===== src/rtl/sift_pkg.sv =====
package sift_pkg;

  typedef enum logic [1:0] {
    CLS_SIGNAL = 2'd0,
    CLS_DECOY  = 2'd1,
    CLS_VACUUM = 2'd2,
    CLS_SPARE  = 2'd3
  } cls_e;

  typedef enum logic [1:0] {
    KIND_KEY    = 2'd0,
    KIND_SAMPLE = 2'd1,
    KIND_DECOY  = 2'd2
  } kind_e;

  typedef struct packed {
    logic match;
    logic key_bit;
    cls_e cls;
  } verdict_t;

endpackage


===== src/rtl/sift_decode.sv =====
module sift_decode
  import sift_pkg::*;
(
  input  logic [3:0] word,
  input  logic       basis,
  output verdict_t   verdict
);
  always_comb begin
    verdict.match   = (word[1] == basis);
    verdict.key_bit = word[0];
    verdict.cls     = cls_e'(word[3:2]);
  end
endmodule


===== src/rtl/sift_sampler.sv =====
module sift_sampler #(
  parameter int PERIOD = 10
) (
  input  logic clk,
  input  logic rst_n,
  input  logic adv,
  output logic is_sample
);
  localparam int PH_W = (PERIOD > 1) ? $clog2(PERIOD) : 1;
  localparam logic [PH_W-1:0] LAST = PH_W'(PERIOD - 1);

  logic [PH_W-1:0] phase;

  assign is_sample = (phase == LAST);

  always_ff @(posedge clk) begin
    if (!rst_n)
      phase <= '0;
    else if (adv)
      phase <= is_sample ? '0 : phase + 1'b1;
  end


  phase_range_chk: assert property (@(posedge clk) disable iff (!rst_n)
    phase <= LAST);
endmodule


===== src/rtl/sift_counters.sv =====
module sift_counters #(
  parameter int CNT_W = 16
) (
  input  logic             clk,
  input  logic             rst_n,
  input  logic [3:0]       inc,
  output logic [3:0][CNT_W-1:0] cnt
);
  for (genvar g = 0; g < 4; g++) begin : g_cnt
    always_ff @(posedge clk) begin
      if (!rst_n)
        cnt[g] <= '0;
      else if (inc[g])
        cnt[g] <= cnt[g] + 1'b1;
    end
  end


  one_class_chk: assert property (@(posedge clk) disable iff (!rst_n)
    $onehot0(inc));
endmodule


===== src/rtl/sift_engine.sv =====
module sift_engine
  import sift_pkg::*;
#(
  parameter int FRAME_W       = 8,
  parameter int SLOT_W        = 10,
  parameter int CNT_W         = 16,
  parameter int SAMPLE_PERIOD = 10,
  parameter int MAX_LOOKUP    = 20
) (
  input  logic                      clk,
  input  logic                      rst_n,
  input  logic                      in_valid,
  output logic                      in_ready,
  input  logic [FRAME_W-1:0]        in_frame,
  input  logic [SLOT_W-1:0]         in_slot,
  input  logic                      in_basis,
  output logic                      mem_req,
  output logic [FRAME_W+SLOT_W-1:0] mem_addr,
  input  logic                      mem_rvalid,
  input  logic [3:0]                mem_rdata,
  output logic                      out_valid,
  input  logic                      out_ready,
  output logic [FRAME_W-1:0]        out_frame,
  output logic [SLOT_W-1:0]         out_slot,
  output logic                      out_bit,
  output logic [1:0]                out_kind,
  output logic [CNT_W-1:0]          cnt_signal,
  output logic [CNT_W-1:0]          cnt_decoy,
  output logic [CNT_W-1:0]          cnt_vacuum,
  output logic [CNT_W-1:0]          cnt_mismatch
);
  localparam int WC_W = $clog2(MAX_LOOKUP + 1);
  localparam logic [WC_W-1:0] WC_MAX = WC_W'(MAX_LOOKUP);

  typedef enum logic [1:0] {ST_IDLE, ST_WAIT, ST_OUT} st_e;

  st_e               state;
  logic [FRAME_W-1:0] hold_frame;
  logic [SLOT_W-1:0]  hold_slot;
  logic               hold_basis;
  logic               bit_q;
  kind_e              kind_q;
  logic [WC_W-1:0]    wait_cyc;

  verdict_t verdict;
  logic     decide, emit, is_sample;
  logic     inc_sig, inc_dec, inc_vac, inc_mis;
  logic [3:0][CNT_W-1:0] cnt_all;
  kind_e    kind_d;

  sift_decode u_decode (
    .word    (mem_rdata),
    .basis   (hold_basis),
    .verdict (verdict)
  );

  assign decide  = (state == ST_WAIT) && mem_rvalid;
  assign inc_mis = decide && !verdict.match;
  assign inc_sig = decide && verdict.match && (verdict.cls == CLS_SIGNAL);
  assign inc_dec = decide && verdict.match && (verdict.cls == CLS_DECOY);
  assign inc_vac = decide && verdict.match && verdict.cls[1];
  assign emit    = inc_sig || inc_dec;

  sift_sampler #(.PERIOD(SAMPLE_PERIOD)) u_sampler (
    .clk       (clk),
    .rst_n     (rst_n),
    .adv       (inc_sig),
    .is_sample (is_sample)
  );

  sift_counters #(.CNT_W(CNT_W)) u_counters (
    .clk   (clk),
    .rst_n (rst_n),
    .inc   ({inc_mis, inc_vac, inc_dec, inc_sig}),
    .cnt   (cnt_all)
  );

  assign cnt_signal   = cnt_all[0];
  assign cnt_decoy    = cnt_all[1];
  assign cnt_vacuum   = cnt_all[2];
  assign cnt_mismatch = cnt_all[3];

  always_comb begin
    if (verdict.cls == CLS_DECOY) kind_d = KIND_DECOY;
    else if (is_sample)           kind_d = KIND_SAMPLE;
    else                          kind_d = KIND_KEY;
  end

  assign in_ready  = (state == ST_IDLE);
  assign mem_req   = in_valid && in_ready;
  assign mem_addr  = {in_frame, in_slot};
  assign out_valid = (state == ST_OUT);
  assign out_frame = hold_frame;
  assign out_slot  = hold_slot;
  assign out_bit   = bit_q;
  assign out_kind  = kind_q;

  always_ff @(posedge clk) begin
    if (!rst_n) begin
      state      <= ST_IDLE;
      hold_frame <= '0;
      hold_slot  <= '0;
      hold_basis <= 1'b0;
      bit_q      <= 1'b0;
      kind_q     <= KIND_KEY;
      wait_cyc   <= '0;
    end else begin
      unique case (state)
        ST_IDLE: if (in_valid) begin
          hold_frame <= in_frame;
          hold_slot  <= in_slot;
          hold_basis <= in_basis;
          wait_cyc   <= '0;
          state      <= ST_WAIT;
        end
        ST_WAIT: begin
          if (wait_cyc != WC_MAX) wait_cyc <= wait_cyc + 1'b1;
          if (mem_rvalid) begin
            if (emit) begin
              bit_q  <= verdict.key_bit;
              kind_q <= kind_d;
              state  <= ST_OUT;
            end else begin
              state  <= ST_IDLE;
            end
          end
        end
        ST_OUT: if (out_ready) state <= ST_IDLE;
        default: state <= ST_IDLE;
      endcase
    end
  end


  in_block_chk: assert property (@(posedge clk) disable iff (!rst_n)
    (in_valid && in_ready) |=> !in_ready);


  out_hold_chk: assert property (@(posedge clk) disable iff (!rst_n)
    (out_valid && !out_ready) |=> (out_valid && $stable(out_frame) &&
      $stable(out_slot) && $stable(out_bit) && $stable(out_kind)));


  lookup_budget_chk: assert property (@(posedge clk) disable iff (!rst_n)
    (state == ST_WAIT) |-> (wait_cyc < WC_MAX));


  rsp_window_chk: assert property (@(posedge clk) disable iff (!rst_n)
    mem_rvalid |-> (state == ST_WAIT));
endmodule


===== config.mk =====
export PLATFORM = sky130hd
export DESIGN_NAME = sift_engine
export DESIGN_NICKNAME = d
export VERILOG_FILES = /design/src/rtl/sift_pkg.sv /design/src/rtl/sift_decode.sv /design/src/rtl/sift_sampler.sv /design/src/rtl/sift_counters.sv /design/src/rtl/sift_engine.sv
export SDC_FILE = /design/constraint.sdc
export NUM_CORES = 1
export LEC_CHECK = 0
export BUFFER_PORTS_ARGS = -buffer_cell sky130_fd_sc_hd__buf_2
export CORE_ASPECT_RATIO = 1.4
export CORE_MARGIN = 8
export CORE_UTILIZATION = 54
export CTS_CLUSTER_DIAMETER = 60
export DETAILED_ROUTE_END_ITERATION = 8
export GPL_ROUTABILITY_DRIVEN = 0
export MAX_ROUTING_LAYER = met4
export PLACE_DENSITY = 0.84
export SLEW_MARGIN = 20
export SYNTH_ARGS = -nofsm -noshare
export SYNTH_HDL_FRONTEND = slang
export SYNTH_SLANG_ARGS = --single-unit

===== constraint.sdc =====
create_clock -name clk -period 3.8 [get_ports clk]
set_input_delay 0.57 -clock clk [delete_from_list [all_inputs] [get_ports clk]]
set_output_delay 0.57 -clock clk [all_outputs]
set_load 0.01 [all_outputs]

==> flow_results.org <==
** Clock tree
- CTS placed an instance of sky130_fd_sc_hd__clkbuf_8 at the clock tree root.
- Number of clock sinks seen by CTS :: 92
- In this run the post-CTS setup repair buffer count came out at 0.
- The H-tree generated during clock tree synthesis spans 3 levels.
- Number of buffers on the longest clock path :: 2
- Worst-skew pair later-pin latency :: 0.36 ns
- Quantity of hold-fixing buffers added after cts :: 0
- TritonCTS created 9 clock buffers.
- Register clock-pin slew on the reported worst setup and hold paths :: ~0.080 ns
- The number of gates resized after CTS was 0.
- CTS tree :: yes

** Power and ir drop
- Summing internal, switching and leakage power gives 1.70 mW.
- Power spread over the standard cell area amounts to 345 mW/mm^2.
- Summed over all cells, the static leakage comes to 1.99 nW.
- IR analysis of the VDD net gives a maximum drop of roughly 0.26 mV.

** Yosys
- Unique cell type count in the Yosys netlist :: 42
- Syn_nets :: 535
- Of the synthesized area, sequential elements account for a little over two fifths.
- Synthesis inferred 92 register bits.
- Post-synth top area share :: approximately 44%
- Counting every instance in the synthesized netlist gives 503.
- In this run the cell area of the synthesized design comes to 0.00420 mm^2.
- Largest cells by area after synthesis :: sky130_fd_sc_hd__dfxtp_1 44%, sky130_fd_sc_hd__a21oi_1 7.9%, sky130_fd_sc_hd__nand2_1 5.4%
- Cell accounting for the most synthesized area :: sky130_fd_sc_hd__dfxtp_1
- In this run the mean area of a mapped cell was 8.35 um^2.
- The Yosys step of the flow raised 0 warnings.

** Die
- The die covers 0.0109 mm^2.
- Horizontal extent of the die :: 90.6 um
- The floorplan has 38 rows.
- Number of top-level pins :: around 130
- Vertical die dimension :: 120 um
- Area of the placeable core :: 0.00765 mm^2
- Starting density of the core :: between 50% and 60%

** Placement
- The count of buffers added on input and output ports is 133.
- The number of placed instances, taps included, is 694.
- Sum of net half-perimeters after detailed placement :: 7870 um

** STA
- Final period demand of the worst path :: 2.48 ns
- Count of final max-slew check failures :: 0
- Setup repair after global routing left no endpoint under its margin.
- Total count of hold-check failures in the final report :: 0
- Summed over all failing endpoints, the final setup total negative slack is 0 ns.
- Worst hold slack after final layout :: 0.452 ns
- Slew margin rel. :: 59.3%
- Between clock sinks in the finished design, the worst skew comes to 0.00536 ns.
- At the pin with the least slew margin, the transition time is 0.610 ns.
- For this run, the top clock speed supported by timing is 403 MHz.
- Setup Viol. Count Final :: 0
- Dividing the final minimum period by the clock period gives 65.3%.

** Flow run
- Max-cap violations in this run came to 0.

** Global route
- Global routing finished with a remaining overflow of 0.
- The number of global-route vias before repair is 3,866.
- First-pass GRT wire length :: 17,100 um
- Global routing usage summed across all routing layers :: 19.3%
- Antenna violations before repair :: 0
- Entering global routing, the biggest net connects 60 pins.

** Critical path
- Type of the worst setup path :: flop to output pin
- Largest stage delay on the critical path :: ~0.43 ns
- Required time at the worst-slack endpoint :: 3.23 ns
- The endpoint identified for the worst register-to-register timing path is u_counters.cnt[13]$_SDFFE_PN0P_.
- For the worst setup path, the data arrival time is approximately 1.9 ns.
- CP Launch Type :: flop
- Along the worst path, the maximum fanout reaches 20.
- Walking the worst path, the cells encountered are nor2_1, nand2_1, buf_4, inv_1, buf_2.
- Reg2reg setup slack :: 1.52 ns
- Counting cells, the worst reg-to-reg path comes to 4.
- The worst register-to-register path begins at state[0]$_SDFFE_PN0P_.
- Cell with the largest stage delay on the worst path :: sky130_fd_sc_hd__inv_1
- STA classifies the critical path endpoint as an output pin.

** Worst hold path
- The startpoint identified for the worst hold timing path is mem_rdata[0].
- Counting instances, the worst hold path has a depth of 3.
- The min-delay analysis places its worst path in the category input port to flop.
- Endpoint of the worst hold-timing path :: out_bit$_SDFFE_PN0P_

** Detailed routing
- After the first detailed-routing iteration, the DRC count stood at approximately 200.
- Post-DRT Antenna Nets :: 0
- Total number of vias :: 3,981
- Per-cell via count in the routed design :: roughly 5.6
- Detailed-route DRC error count :: 0
- In the final routed layout, each cell accounts on average for approximately 15 um.
- The routed design has 10,400 um of wire.
- Pre-Repair DR Iteration Count :: 4

** Outcome
- Run status :: completed

** Cells and area
- Non-filler cells, final :: ~700
- The layout has 683 filler cells.
- Share of final-layout standard cells stronger than drive strength 1 :: 26.3%
- Compared with the post-synthesis result, the final layout area differs by 17.3%.
- Layout Utilization :: 64.4%
- Total number of nets in the final design :: 637
- The repair_antennas step left the layout with diodes totalling 0.
final cells by class:
type	count	area, um^2	share of cell area (%)
well taps	100	125	2.54
repair buffers	137	696	14.1
clock buffers	13	159	3.22
inverters	15	56.3	1.14
clock inverters	2	10.0	0.203
multi-input cells	350	2040	41.4
flip-flops and latches	92	1840	37.4
sequential cells by signal (all words and copies together), names as in the netlist:
register	cells
hold_basis	1
out_bit	1
out_frame	8
out_kind	2
out_slot	10
state	2
u_counters.cnt	64
u_sampler.phase	4
critical path: cells and delay by family, from the launching register on:
family	cells	cell delay, ns
flops	1	0.40
simple gates	2	0.27
buf+inv	3	0.87
how the worst max path moves through the flow:
stage                                from                         endpoint  slack (ns)  depth (start not counted)
floorplan                    mem_rdata[3]  u_counters.cnt[15]$_SDFFE_PN0P_        1.73                          5
global placement             mem_rdata[3]  u_counters.cnt[15]$_SDFFE_PN0P_        1.33                          5
CTS                 state[0]$_SDFFE_PN0P_                          mem_req        1.32                          5
finish              state[1]$_SDFFE_PN0P_                          mem_req        1.32                          5
global route        state[0]$_SDFFE_PN0P_                          mem_req        1.18                          5
detailed placement           mem_rdata[3]  u_counters.cnt[13]$_SDFFE_PN0P_        1.26                          5
report_power, final:
group	internal, mW	switching (mW)	total (mW)
Clock	0.269	0.315	0.584
Combinational	0.0470	0.0818	0.129
Sequential	0.978	0.0102	0.988
Total	1.29	0.407	1.70
layer usage:
layer  GRT usage, %  up-vias  wire, um
li1               -     1992         -
met1           19.0     1863      4180
met2           34.0      109      5360
met3           4.71       17       600
met4           11.3        0       269
met5              -        -         0
cells by family (layout without fill, tap and decap cells):
| group | Yosys count | after routing | share of synthesized area [%] |
|---|---|---|---|
| compound gates | 110 | 110 | 14.7 |
| xor+xnor | 22 | 22 | 4.59 |
| fa+ha+maj | 4 | 4 | 1.19 |
| buf+inv | 61 | 167 | 7.59 |
| flops | 92 | 92 | 43.8 |
| mux | 6 | 6 | 1.43 |
| simple gates | 208 | 208 | 26.7 |
placed cells by master, fill, tap and decap left out, types with 5 or more instances in the layout:
master                     Yosys  layout
sky130_fd_sc_hd__nand4_1      20      20
sky130_fd_sc_hd__mux2i_1       6       6
sky130_fd_sc_hd__or3_1        18      18
sky130_fd_sc_hd__clkbuf_8      0      11
sky130_fd_sc_hd__a21oi_1      66      66
sky130_fd_sc_hd__buf_2         5     133
sky130_fd_sc_hd__o31ai_1      21      21
sky130_fd_sc_hd__nand3_1      18      18
sky130_fd_sc_hd__nor2_1       31      31
sky130_fd_sc_hd__dfxtp_1      92      92
sky130_fd_sc_hd__o21ai_0      19      19
sky130_fd_sc_hd__nor4_1        5       5
sky130_fd_sc_hd__inv_1        14      14
sky130_fd_sc_hd__nand2b_1      5       5
sky130_fd_sc_hd__or4_1        22      22
sky130_fd_sc_hd__nand2_1      61      61
sky130_fd_sc_hd__xor2_1       14      14
sky130_fd_sc_hd__xnor2_1       8       8
per-stage QoR:
step	setup WS [ns]	area, um^2
after detailed placement	1.26	4760
after floorplan	1.73	4200
after CTS	1.32	4930
after global placement	1.33	4760
after global routing	1.18	4930
final	1.32	4930
Yosys cell counts:
cell type	instances
sky130_fd_sc_hd__nor4_1	5
sky130_fd_sc_hd__inv_1	14
sky130_fd_sc_hd__xnor2_1	8
sky130_fd_sc_hd__o21ai_0	19
sky130_fd_sc_hd__o31ai_1	21
sky130_fd_sc_hd__or2_1	1
sky130_fd_sc_hd__nor2_1	31
sky130_fd_sc_hd__xor2_1	14
sky130_fd_sc_hd__a31o_2	2
sky130_fd_sc_hd__buf_6	1
sky130_fd_sc_hd__nor3_1	3
sky130_fd_sc_hd__nand3b_1	1
sky130_fd_sc_hd__mux2i_1	6
sky130_fd_sc_hd__buf_2	5
sky130_fd_sc_hd__nand4b_1	2
sky130_fd_sc_hd__a41o_1	1
sky130_fd_sc_hd__and3b_1	1
sky130_fd_sc_hd__or2_2	2
sky130_fd_sc_hd__nor4b_1	1
sky130_fd_sc_hd__or3_1	18
sky130_fd_sc_hd__or3_2	1
sky130_fd_sc_hd__or4_4	2
sky130_fd_sc_hd__ha_1	4
sky130_fd_sc_hd__or4_1	22
sky130_fd_sc_hd__and4_1	4
sky130_fd_sc_hd__a21oi_1	66
sky130_fd_sc_hd__buf_4	19
sky130_fd_sc_hd__and3_1	2
sky130_fd_sc_hd__nand2b_1	5
sky130_fd_sc_hd__dlygate4sd1_1	1
sky130_fd_sc_hd__and4_2	1
sky130_fd_sc_hd__nand4bb_1	1
sky130_fd_sc_hd__clkbuf_1	20
sky130_fd_sc_hd__a21o_1	1
sky130_fd_sc_hd__and2b_2	1
sky130_fd_sc_hd__inv_2	1
sky130_fd_sc_hd__nor2b_1	4
sky130_fd_sc_hd__nand3_1	18
sky130_fd_sc_hd__and4b_1	1
sky130_fd_sc_hd__nand2_1	61
sky130_fd_sc_hd__dfxtp_1	92
sky130_fd_sc_hd__nand4_1	20
No activity file was read; power rests on OpenSTA's default activity.
